--- src/rtl/pic_cmd_pkg.sv ---
// Package: shared types for the interrupt controller command interface.
// Assumes an 8-bit data bus and the fixed bit positions of the command words.
package pic_cmd_pkg;

    // Initialization sequence states; the numbering follows the word order.
    typedef enum logic [1:0] {
        ST_READY = 2'd0,
        ST_BASE  = 2'd1,
        ST_CASC  = 2'd2,
        ST_MODE  = 2'd3
    } init_st_t;

    // EOI/priority command codes (write data bits 7:5).
    typedef enum logic [2:0] {
        OP_AEOI_OFF  = 3'd0,
        OP_EOI_ANY   = 3'd1,
        OP_NOP       = 3'd2,
        OP_EOI_LINE  = 3'd3,
        OP_AEOI_ON   = 3'd4,
        OP_EOI_ROT   = 3'd5,
        OP_PRIO_SET  = 3'd6,
        OP_EOI_LROT  = 3'd7
    } op_code_t;

endpackage

--- src/rtl/pic_cmd_decode.sv ---
// Module: pic_cmd_decode
// Classifies one bus write into the kind of command word it carries.
// Assumes at most one write per cycle; purely combinational.
module pic_cmd_decode (
    input  logic       wr_en,
    input  logic       addr,
    input  logic [1:0] sel_bits,    // write data bits 4:3
    output logic       is_init,
    output logic       is_level_req,
    output logic       is_op_mode,
    output logic       is_op_eoi,
    output logic       is_data
);

    // Decode address and selector bits into exclusive word kinds.
    always_comb begin
        is_init      = wr_en && !addr &&  sel_bits[1] && !sel_bits[0];
        is_level_req = wr_en && !addr &&  sel_bits[1] &&  sel_bits[0];
        is_op_mode   = wr_en && !addr && !sel_bits[1] &&  sel_bits[0];
        is_op_eoi    = wr_en && !addr && !sel_bits[1] && !sel_bits[0];
        is_data      = wr_en &&  addr;
    end

endmodule

--- src/rtl/pic_init_seq.sv ---
// Module: pic_init_seq
// Runs the initialization word sequence, owns the mask, the vector base
// and the flags set by the mode word. Assumes LINES <= DATA_W.
module pic_init_seq
    import pic_cmd_pkg::*;
#(
    parameter int DATA_W = 8,
    parameter int LINES  = 8,
    localparam int LW     = $clog2(LINES),
    localparam int BASE_W = DATA_W - LW
) (
    input  logic              clk,
    input  logic              rst_n,
    input  logic              is_init,
    input  logic              is_data,
    input  logic [DATA_W-1:0] wdata,
    output logic [LINES-1:0]  mask,
    output logic [BASE_W-1:0] base,
    output logic              spec_nested,
    output logic              auto_eoi,
    output logic              busy,
    output logic              init_clear
);

    init_st_t st;
    logic     need_mode;
    logic     single;

    // Sequence state, configuration capture and clear strobe.
    always_ff @(posedge clk) begin
        if (!rst_n) begin
            st          <= ST_READY;
            need_mode   <= 1'b0;
            single      <= 1'b0;
            mask        <= '0;
            base        <= '0;
            spec_nested <= 1'b0;
            auto_eoi    <= 1'b0;
            init_clear  <= 1'b0;
        end else begin
            init_clear <= 1'b0;
            if (is_init) begin
                st          <= ST_BASE;
                need_mode   <= wdata[0];
                single      <= wdata[1];
                mask        <= '0;
                base        <= '0;
                spec_nested <= 1'b0;
                auto_eoi    <= 1'b0;
                init_clear  <= 1'b1;
            end else if (is_data) begin
                unique case (st)
                    ST_READY: mask <= wdata[LINES-1:0];
                    ST_BASE: begin
                        base <= wdata[DATA_W-1:LW];
                        if (single) st <= need_mode ? ST_MODE : ST_READY;
                        else        st <= ST_CASC;
                    end
                    ST_CASC:  st <= need_mode ? ST_MODE : ST_READY;
                    ST_MODE: begin
                        spec_nested <= wdata[4];
                        auto_eoi    <= wdata[1];
                        st          <= ST_READY;
                    end
                endcase
            end
        end
    end

    // Sequence open flag.
    always_comb busy = (st != ST_READY);

    // an initialization word opens the base step and fires the clear.
    assert_init_opens_R1: assert property (@(posedge clk) disable iff (!rst_n)
        is_init |=> (st == ST_BASE) && init_clear && (mask == '0));

    // the clear strobe lasts one cycle.
    assert_clear_pulse_R1: assert property (@(posedge clk) disable iff (!rst_n)
        init_clear && !is_init |=> !init_clear);

    // while the sequence is open, data writes never touch the mask.
    assert_mask_guarded_R5: assert property (@(posedge clk) disable iff (!rst_n)
        busy && is_data && !is_init |=> $stable(mask));

    // the cascade word leads to the mode step only when one is needed.
    assert_casc_skip_R3: assert property (@(posedge clk) disable iff (!rst_n)
        (st == ST_CASC) && is_data && !is_init && !need_mode |=> (st == ST_READY));

endmodule

--- src/rtl/pic_op_ctrl.sv ---
// Module: pic_op_ctrl
// Handles both operation words: mode/read flags, poll arming and the
// EOI/priority strobes to the resolver. Poll is disarmed by any read.
module pic_op_ctrl
    import pic_cmd_pkg::*;
#(
    parameter int LINES = 8,
    localparam int LW   = $clog2(LINES)
) (
    input  logic          clk,
    input  logic          rst_n,
    input  logic          is_init,
    input  logic          is_op_mode,
    input  logic          is_op_eoi,
    input  logic          rd_en,
    input  logic [2:0]    hi_bits,   // write data bits 7:5
    input  logic [2:0]    lo_bits,   // write data bits 2:0
    output logic          poll,
    output logic          rd_isr,
    output logic          special_mask,
    output logic          rot_aeoi,
    output logic          eoi_any,
    output logic          eoi_line,
    output logic          prio_set,
    output logic          rotate,
    output logic [LW-1:0] cmd_line
);

    op_code_t code;

    // Command code view of the upper bits.
    always_comb code = op_code_t'(hi_bits);

    // Mode flags and poll arming.
    always_ff @(posedge clk) begin
        if (!rst_n || is_init) begin
            poll         <= 1'b0;
            rd_isr       <= 1'b0;
            special_mask <= 1'b0;
            rot_aeoi     <= 1'b0;
        end else begin
            if (rd_en) poll <= 1'b0;
            if (is_op_mode) begin
                if (lo_bits[2]) poll <= 1'b1;
                if (lo_bits[1]) rd_isr <= lo_bits[0];
                if (hi_bits[1]) special_mask <= hi_bits[0];
            end
            if (is_op_eoi && (code == OP_AEOI_OFF || code == OP_AEOI_ON))
                rot_aeoi <= hi_bits[2];
        end
    end

    // One-cycle EOI and priority strobes with their line operand.
    always_ff @(posedge clk) begin
        if (!rst_n) begin
            eoi_any  <= 1'b0;
            eoi_line <= 1'b0;
            prio_set <= 1'b0;
            rotate   <= 1'b0;
            cmd_line <= '0;
        end else begin
            eoi_any  <= is_op_eoi && (code == OP_EOI_ANY  || code == OP_EOI_ROT);
            eoi_line <= is_op_eoi && (code == OP_EOI_LINE || code == OP_EOI_LROT);
            prio_set <= is_op_eoi && (code == OP_PRIO_SET);
            rotate   <= is_op_eoi && (code == OP_EOI_ROT  || code == OP_EOI_LROT);
            if (is_op_eoi) cmd_line <= lo_bits[LW-1:0];
        end
    end

    // at most one kind of EOI/priority strobe at a time.
    assert_one_strobe_R7: assert property (@(posedge clk) disable iff (!rst_n)
        $onehot0({eoi_any, eoi_line, prio_set}));

    // rotation only accompanies an end-of-interrupt.
    assert_rotate_with_eoi_R7: assert property (@(posedge clk) disable iff (!rst_n)
        rotate |-> (eoi_any || eoi_line));

    // the no-operation code fires nothing and keeps the flag.
    assert_nop_quiet_R8: assert property (@(posedge clk) disable iff (!rst_n)
        is_op_eoi && (hi_bits == 3'd2) |=> !eoi_any && !eoi_line && !prio_set && $stable(rot_aeoi));

    // a read disarms poll unless poll is re-armed in the same cycle.
    assert_poll_clears_R10: assert property (@(posedge clk) disable iff (!rst_n)
        rd_en && !(is_op_mode && lo_bits[2]) |=> !poll);

    // read select follows bit 0 when bit 1 enables it.
    assert_rdsel_R6: assert property (@(posedge clk) disable iff (!rst_n)
        is_op_mode && lo_bits[1] && !is_init |=> (rd_isr == $past(lo_bits[0])));

endmodule

--- src/rtl/pic_read_port.sv ---
// Module: pic_read_port
// Produces read data, the polled acknowledge and the acknowledge vector.
// Assumes the resolver's winner inputs are valid in the cycle of the read.
module pic_read_port #(
    parameter int DATA_W = 8,
    parameter int LINES  = 8,
    localparam int LW     = $clog2(LINES),
    localparam int BASE_W = DATA_W - LW
) (
    input  logic              clk,
    input  logic              rst_n,
    input  logic              rd_en,
    input  logic              addr,
    input  logic              poll,
    input  logic              rd_isr,
    input  logic [LINES-1:0]  irr,
    input  logic [LINES-1:0]  isr,
    input  logic [LINES-1:0]  mask,
    input  logic [BASE_W-1:0] base,
    input  logic              win_valid,
    input  logic [LW-1:0]     win_line,
    input  logic              inta,
    output logic [DATA_W-1:0] rdata,
    output logic [DATA_W-1:0] vector,
    output logic              ack,
    output logic [LW-1:0]     ack_line
);

    localparam logic [LW-1:0] SPURIOUS = '1;

    logic [DATA_W-1:0] poll_word;
    logic [DATA_W-1:0] reg_word;

    // Poll result byte and normal register byte.
    always_comb begin
        poll_word = '0;
        if (win_valid) begin
            poll_word[DATA_W-1]  = 1'b1;
            poll_word[LW-1:0]    = win_line;
        end
        reg_word = '0;
        if (addr)        reg_word[LINES-1:0] = mask;
        else if (rd_isr) reg_word[LINES-1:0] = isr;
        else             reg_word[LINES-1:0] = irr;
    end

    // Registered read data, vector and acknowledge strobe.
    always_ff @(posedge clk) begin
        if (!rst_n) begin
            rdata    <= '0;
            vector   <= '0;
            ack      <= 1'b0;
            ack_line <= '0;
        end else begin
            ack <= 1'b0;
            if (rd_en) rdata <= poll ? poll_word : reg_word;
            if (inta) vector <= {base, win_valid ? win_line : SPURIOUS};
            if (win_valid && ((rd_en && poll) || inta)) begin
                ack      <= 1'b1;
                ack_line <= win_line;
            end
        end
    end

    // a polled read with a winner returns bit 7 set and acknowledges.
    assert_poll_ack_R10: assert property (@(posedge clk) disable iff (!rst_n)
        rd_en && poll && win_valid |=> rdata[DATA_W-1] && ack);

    // an acknowledge without a winner reports the spurious line, no strobe.
    assert_spurious_R11: assert property (@(posedge clk) disable iff (!rst_n)
        inta && !win_valid && !(rd_en && poll) |=> (vector[LW-1:0] == SPURIOUS) && !ack);

    // no acknowledge without a polled read or an acknowledge request.
    assert_ack_source_R10: assert property (@(posedge clk) disable iff (!rst_n)
        ack |-> $past((rd_en && poll) || inta));

endmodule

--- src/rtl/pic_cmd_if.sv ---
// Module: pic_cmd_if (top)
// Register front end of an eight-line interrupt controller. Decodes writes,
// runs initialization, keeps mode flags and serves reads and acknowledges.
// Assumes the priority resolver is external and supplies pending, in-service
// and winner information.
module pic_cmd_if #(
    parameter int DATA_W = 8,
    parameter int LINES  = 8,
    localparam int LW     = $clog2(LINES),
    localparam int BASE_W = DATA_W - LW
) (
    input  logic              clk,
    input  logic              rst_n,
    input  logic              wr_en,
    input  logic              rd_en,
    input  logic              addr,
    input  logic [DATA_W-1:0] wdata,
    output logic [DATA_W-1:0] rdata_o,
    input  logic [LINES-1:0]  irr_i,
    input  logic [LINES-1:0]  isr_i,
    input  logic              win_valid_i,
    input  logic [LW-1:0]     win_line_i,
    input  logic              inta_i,
    output logic [DATA_W-1:0] vector_o,
    output logic              ack_o,
    output logic [LW-1:0]     ack_line_o,
    output logic [LINES-1:0]  mask_o,
    output logic [BASE_W-1:0] vec_base_o,
    output logic              init_busy_o,
    output logic              init_clear_o,
    output logic              spec_nested_o,
    output logic              auto_eoi_o,
    output logic              rot_aeoi_o,
    output logic              special_mask_o,
    output logic              eoi_any_o,
    output logic              eoi_line_o,
    output logic              prio_set_o,
    output logic              rotate_o,
    output logic [LW-1:0]     cmd_line_o
);

    logic is_init, is_level_req, is_op_mode, is_op_eoi, is_data;
    logic poll, rd_isr;

    pic_cmd_decode u_decode (
        .wr_en        (wr_en),
        .addr         (addr),
        .sel_bits     (wdata[4:3]),
        .is_init      (is_init),
        .is_level_req (is_level_req),
        .is_op_mode   (is_op_mode),
        .is_op_eoi    (is_op_eoi),
        .is_data      (is_data)
    );

    pic_init_seq #(.DATA_W(DATA_W), .LINES(LINES)) u_init (
        .clk         (clk),
        .rst_n       (rst_n),
        .is_init     (is_init),
        .is_data     (is_data),
        .wdata       (wdata),
        .mask        (mask_o),
        .base        (vec_base_o),
        .spec_nested (spec_nested_o),
        .auto_eoi    (auto_eoi_o),
        .busy        (init_busy_o),
        .init_clear  (init_clear_o)
    );

    pic_op_ctrl #(.LINES(LINES)) u_op (
        .clk          (clk),
        .rst_n        (rst_n),
        .is_init      (is_init),
        .is_op_mode   (is_op_mode),
        .is_op_eoi    (is_op_eoi),
        .rd_en        (rd_en),
        .hi_bits      (wdata[7:5]),
        .lo_bits      (wdata[2:0]),
        .poll         (poll),
        .rd_isr       (rd_isr),
        .special_mask (special_mask_o),
        .rot_aeoi     (rot_aeoi_o),
        .eoi_any      (eoi_any_o),
        .eoi_line     (eoi_line_o),
        .prio_set     (prio_set_o),
        .rotate       (rotate_o),
        .cmd_line     (cmd_line_o)
    );

    pic_read_port #(.DATA_W(DATA_W), .LINES(LINES)) u_read (
        .clk       (clk),
        .rst_n     (rst_n),
        .rd_en     (rd_en),
        .addr      (addr),
        .poll      (poll),
        .rd_isr    (rd_isr),
        .irr       (irr_i),
        .isr       (isr_i),
        .mask      (mask_o),
        .base      (vec_base_o),
        .win_valid (win_valid_i),
        .win_line  (win_line_i),
        .inta      (inta_i),
        .rdata     (rdata_o),
        .vector    (vector_o),
        .ack       (ack_o),
        .ack_line  (ack_line_o)
    );

    // a level-trigger request word opens nothing and clears nothing.
    assert_level_ignored_R2: assert property (@(posedge clk) disable iff (!rst_n)
        is_level_req |=> !init_clear_o && $stable(mask_o) && $stable(init_busy_o));

endmodule

--- config.mk ---
export PLATFORM = sky130hd
export DESIGN_NAME = pic_cmd_if
export DESIGN_NICKNAME = d
export VERILOG_FILES = /design/src/rtl/pic_cmd_pkg.sv /design/src/rtl/pic_cmd_decode.sv /design/src/rtl/pic_init_seq.sv /design/src/rtl/pic_op_ctrl.sv /design/src/rtl/pic_read_port.sv /design/src/rtl/pic_cmd_if.sv
export SDC_FILE = /design/constraint.sdc
export NUM_CORES = 1
export LEC_CHECK = 0
export CAP_MARGIN = 30
export CELL_PAD_IN_SITES_DETAIL_PLACEMENT = 2
export CELL_PAD_IN_SITES_GLOBAL_PLACEMENT = 2
export CORE_ASPECT_RATIO = 1.2
export CORE_UTILIZATION = 25
export CTS_BUF_LIST = sky130_fd_sc_hd__clkbuf_16
export DETAILED_ROUTE_END_ITERATION = 8
export PLACE_DENSITY = 0.83
export SLEW_MARGIN = 0
export SYNTH_ARGS = -nofsm -noshare
export SYNTH_HDL_FRONTEND = slang
export SYNTH_SLANG_ARGS = --single-unit
--- constraint.sdc ---
create_clock -name clk -period 2 [get_ports clk]
set_input_delay 0.6 -clock clk [delete_from_list [all_inputs] [get_ports clk]]
set_output_delay 0.6 -clock clk [all_outputs]
set_load 0.03 [all_outputs]
Word-level counts from Yosys, hierarchy flattened
Index checks and enable logic that the tools add are counted.
{ "classes": {"n_shift": 0, "n_eq_ne": 9, "div": 0, "mux": 16, "add_sub_neg": 0, "n_reduce_logical": 38, "magnitude_cmp": 0, "mul": 0, "bitwise_logic": 1} }
{ "ops": {"columns": ["operator", "n"], "rows": [
  ["$mux W8", 3],
  ["$logic_and A1 B1 Y1", 14],
  ["$reduce_and A2 Y1", 7],
  ["$eq A3 B3 Y1 const B", 4],
  ["$mux W1", 8],
  ["$logic_or A1 B1 Y1", 6],
  ["$mux W3", 2],
  ["$pmux W2 S3", 1],
  ["$eq A2 B2 Y1 const B", 2],
  ["$logic_not A1 Y1", 4],
  ["$mux W2", 2],
  ["$reduce_bool A2 Y1", 2],
  ["$reduce_bool A4 Y1", 1],
  ["$eq A3 B1 Y1 const B", 1],
  ["$eq A3 B2 Y1 const B", 1],
  ["$logic_not A3 Y1", 1],
  ["$reduce_bool A3 Y1", 1],
  ["$eq A2 B1 Y1 const B", 1],
  ["$logic_not A2 Y1", 1],
  ["$reduce_or A2 Y1", 1],
  ["$not A1 Y1", 1]
]} }
{ "word_totals": {"latchBits": 0, "word_cells": 86, "ff_bits": 51, "ramBits": 0, "rom_bits": 0, "n_memories": 0} }

Depth between registers and ports, before layout
{ "depth": {"word_depth": 6, "mapped_depth": 5} }

Modules after synthesis
Synthesis repeated with hierarchy kept, for this count alone.
{ "unflattened": {"cells_unflattened": 234, "hier_area_um2": 2317.2} }
{ "by_module_without_submodules": {"columns": ["mod", "area_each_um2", "cells_per_inst", "n_inst"], "rows": [
  ["pic_read_port", 1041.0, 115, 1],
  ["pic_init_seq", 792.0, 74, 1],
  ["pic_op_ctrl", 425.4, 40, 1],
  ["pic_cmd_decode", 58.8, 5, 1]
]} }

Worst setup path after synthesis
Ideal clock, no wire load.
{ "synth_path": {"path_type": "input to register", "from": "input port wr_en", "to": "register u_op.rot_aeoi", "setup_slack_ns": 0.150, "path_buffers": 2, "cell_stages": 5, "arrival_ns": 1.780, "cell_sequence": "buf_4 > or4b_1 > buf_2 > or4_1 > a21oi_1"} }
{ "synth_between": {"elab_chain_len": 4} }
{ "synth_rtl": {"columns": ["item", "line", "source"], "rows": [
  ["from (decl)", "pic_cmd_if.sv:14", "input logic wr_en,"],
  ["$logic_and A1 B1 Y1 (*)", "pic_cmd_decode.sv:17, pic_cmd_decode.sv:20", null],
  ["$logic_and A1 B1 Y1, on equally long branches (2 in a row)", "pic_cmd_decode.sv:20, pic_cmd_decode.sv:17", null],
  ["$logic_and A1 B1 Y1 or $logic_or A1 B1 Y1 (tied branches)", "pic_op_ctrl.sv:48, pic_op_ctrl.sv:36", null],
  ["to (signal assigned)", "pic_op_ctrl.sv:49", "rot_aeoi <= hi_bits[2];"],
  ["to (decl)", "pic_op_ctrl.sv:21", "output logic rot_aeoi,"]
]} }
Every way passes the cells marked *; elsewhere a longest branch is shown, timed or not.
A chain may end at the register's enable or synchronous reset.

Worst setup path in the final report
{ "layout_path": {"from": "input port wdata[3]", "to": "register u_op.rot_aeoi"} }
{ "layout_between": {"elab_chain_len": 3} }
{ "layout_rtl": {"columns": ["item", "line", "source"], "rows": [
  ["from (decl)", "pic_cmd_if.sv:17", "input logic [DATA_W-1:0] wdata,"],
  ["$logic_not A1 Y1 (*)", "pic_cmd_decode.sv:17, pic_cmd_decode.sv:20", null],
  ["$logic_and A1 B1 Y1, on equally long branches", "pic_cmd_decode.sv:20, pic_cmd_decode.sv:17", null],
  ["$logic_and A1 B1 Y1 or $logic_or A1 B1 Y1 (tied branches)", "pic_op_ctrl.sv:48, pic_op_ctrl.sv:36", null]
]} }
Marks and branches as above.

==> flow_summary.yaml <==
timing:
  hold_viol_final: 0
  worstMarginPinSlew_ns: 0.419
  fin_ws_ns: 0.0250
  fin_skew_ns: 0.00414
  setup_violations: 0
  totalNegativeSetupSlack_ns: 0
  fin_crit_ns: 1.98
  drv_slew: 0
  max_freq_mhz: 506
  fin_crit_sh: 0.988
  rsz0062_at_grt: "no"
  slew_headroom: 0.720
hold_path:
  hp-class: "flop to flop"
  whs_endpoint: "u_read.ack_line[2]$_SDFFE_PN0P_"
  hold_path_depth: 2
  hold_start: "u_read.ack_line[2]$_SDFFE_PN0P_"
placement:
  place_area_um2: 3240
  dp_cells: 430
  place_congestion: 0.745
  dp_hpwl_um: 5750
  portBuffers: 79
  dp_slack_ns: -0.285
floorplan:
  row_count: 36
  die-width_um: 87.0
  coreArea_um2: 8240
  fp.dieArea_um2: 9050
  start_util: 0.263
  fp.dieH_um: 104
  io_pins: 80
cts:
  cts_root_buf: "clkbuf_16"
  clock_sinks: 51
  cts_setup_buffers: 0
  numCtsBuffers: 5
  cts_tree: "done"
  cts_buffer_depth: 2
  clk_pin_slew_worst_paths_ns: 0.07
  htreeDepth: 2
  clk_latency_ns: 0.28
critical_path:
  critPathRequiredTime_ns: 2.22
  path_class: "primary input to flop"
  cp-start-kind: "primary input"
  reg2reg_depth: 5
  r2r_start: "u_init.st[0]$_SDFFE_PN0P_"
  reg2reg_to: "u_init.mask[7]$_SDFFE_PP0P_"
  arrival_ns: 2.19
  cp-end-kind: "flop"
  cp_max_fo: 2
  ff2ff_setup_slack_ns: 0.64
layout:
  fillCellCount: 896
  final_common_cell: "clkdlybuf4s50_1"
  most-common-layout-cells: "clkdlybuf4s50_1, dfxtp_1, mux2i_1"
  drive_gt1_frac: 0.136
  nNetsFinal: 357
  final_area_um2: 3420
  multi_input_area_um2: 1050
  antenna_cells: 0
  ff_latch_area_um2: 1020
  syn_to_final_growth_pct: 58.0
  final_cells: 437
grt:
  grt_pass1_vias: 2308
  gr-usage-all-layers: 0.166
  gr-total-overflow: 0
  antenna_found_initial: 0
  grt_pass1_wl_um: 11700
  grt_max_degree: 34
synth:
  synth_top_cell_area_share: 0.471
  synth_compound_area_frac: 0.117
  synth.yosys.warnings: 0
  synthTopCellsByArea: "dfxtp_1, mux2i_1, mux2_2, nor2b_1, nor2_1"
  synth_area_leader_cell: "dfxtp_1"
  synth_nets: 263
  ys_types: 36
  synth_top_family_by_area: "simple AND/OR/NAND/NOR gates"
  synth-simple-area-share: 0.186
  yosysSeqAreaShare: 0.471
  synthAdderAreaFrac: 0
  synth_seq_cells: 51
  syn_area_um2: 2170
  postSynthCellCount: 229
  synthMuxAreaShare: 0.176
  syn-mean-instance-area_um2: 9.46
  synthXorXnorAreaFrac: 0
pwr:
  p_per_area_nw_per_um2: 693
  ir_drop_uv: 291
  leakagePower_uw: 0.00139
drt:
  drtIter0Drc: 76
  finalWirelength_um: 7300
  wire_per_inst_um: 16.7
  ant_nets: 0
  remaining_drc_errors: 0
  vias_per_cell: 4.70
  num_vias: 2054
  first_pass_iters: 4
flow_run:
  drv_cap: 0
run_status:
  status: "completed"
[cells in the mapped netlist]
| cell | n |
|---|---|
| o2bb2ai_1 | 3 |
| nor4b_1 | 1 |
| or4b_1 | 1 |
| and3b_1 | 1 |
| a21oi_1 | 5 |
| o221ai_1 | 1 |
| mux2_2 | 8 |
| nand4b_1 | 1 |
| nand2b_1 | 1 |
| inv_1 | 11 |
| nor3b_1 | 1 |
| nand3_1 | 5 |
| clkbuf_1 | 10 |
| buf_1 | 2 |
| or4_1 | 1 |
| dfxtp_1 | 51 |
| buf_4 | 1 |
| o21ai_0 | 10 |
| a21boi_0 | 8 |
| mux2i_1 | 29 |
| nand2_1 | 18 |
| and4bb_2 | 2 |
| a41oi_1 | 1 |
| or2_2 | 1 |
| and2_1 | 2 |
| nor2_1 | 19 |
| nor2b_1 | 14 |
| buf_2 | 3 |
| a31oi_1 | 8 |
| nor4bb_1 | 1 |
| o31ai_1 | 1 |
| nand4bb_1 | 1 |
| nand4_1 | 4 |
| nor3_1 | 1 |
| a2bb2oi_1 | 1 |
| a21o_1 | 1 |
[what timing repair did]
action,4_1_cts,5_1_grt
hold buffers,0,0
endpoints found under the setup margin,1,5
resized for setup,1,7
[flip-flops by register name, indices dropped and copies added (netlist names), 2 cells and up]
name	count
u_init.base	5
u_init.st	2
u_read.vector	8
u_read.ack_line	3
u_op.cmd_line	3
u_init.mask	8
u_read.rdata	8
[power by group]
group / total [uW] / leakage (uW) / switching [uW] / internal, uW
Combinational: 374 / 0.000891 / 186 / 188
Sequential: 1070 / 0.000415 / 20.8 / 1050
Clock: 932 / 0.0000811 / 353 / 579
[cells by family after synthesis]
group | count (synthesis)
AO/OA/AOI/OAI | 39
buffers and inverters | 27
AND/OR/NAND/NOR | 75
multiplexers | 37
flip-flops | 51
[cell type report]
type                            instances  area share
Clock buffer                            5      0.0365
Sequential cell                        51       0.298
Multi-Input combinational cell        151       0.307
Timing Repair Buffer                  103       0.295
Tap cell                              114      0.0417
Inverter                               11      0.0121
Clock inverter                          2     0.00987
[worst max-delay path: stages]
cell             delay (ns)
clkdlybuf4s50_1        0.48
or4b_4                 0.55
or4_1                  0.43
a21oi_2                0.13
[how the worst max path moves through the flow]
| stage | startpoint | to | cells after the start |
|---|---|---|---|
| after global routing | u_init.mask[6]$_SDFFE_PP0P_ | mask_o[6] | 1 |
| after CTS | u_init.mask[7]$_SDFFE_PP0P_ | mask_o[7] | 1 |
| after detailed placement | wdata[3] | u_op.rot_aeoi$_SDFFE_PP0P_ | 4 |
| final | wdata[3] | u_op.rot_aeoi$_SDFFE_PP0P_ | 4 |
| after global placement | wdata[4] | u_op.rot_aeoi$_SDFFE_PP0P_ | 4 |
| after floorplan | wr_en | u_op.rot_aeoi$_SDFFE_PP0P_ | 5 |
[layer usage]
| layer | track usage | part of all wire | routed length, um | up-vias |
|---|---|---|---|---|
| met5 | 0 | 0 | 0 | - |
| met4 | 0.0476 | 0.014 | 104 | 0 |
| met3 | 0.0294 | 0.038 | 275 | 10 |
| met2 | 0.317 | 0.55 | 4010 | 54 |
| met1 | 0.182 | 0.40 | 2910 | 1012 |
| li1 | - | - | - | 978 |
[per-stage QoR]
stage          power (uW)   util  hold WS (ns)
2_1_floorplan        1260      -         0.498
3_3_place_gp         1450  0.394         0.451
3_5_place_dp         1470  0.394         0.464
4_1_cts              2410  0.413         0.472
5_1_grt              2480  0.415         0.500
6_report             2370  0.415         0.466
(Power assumes the default switching activity.)
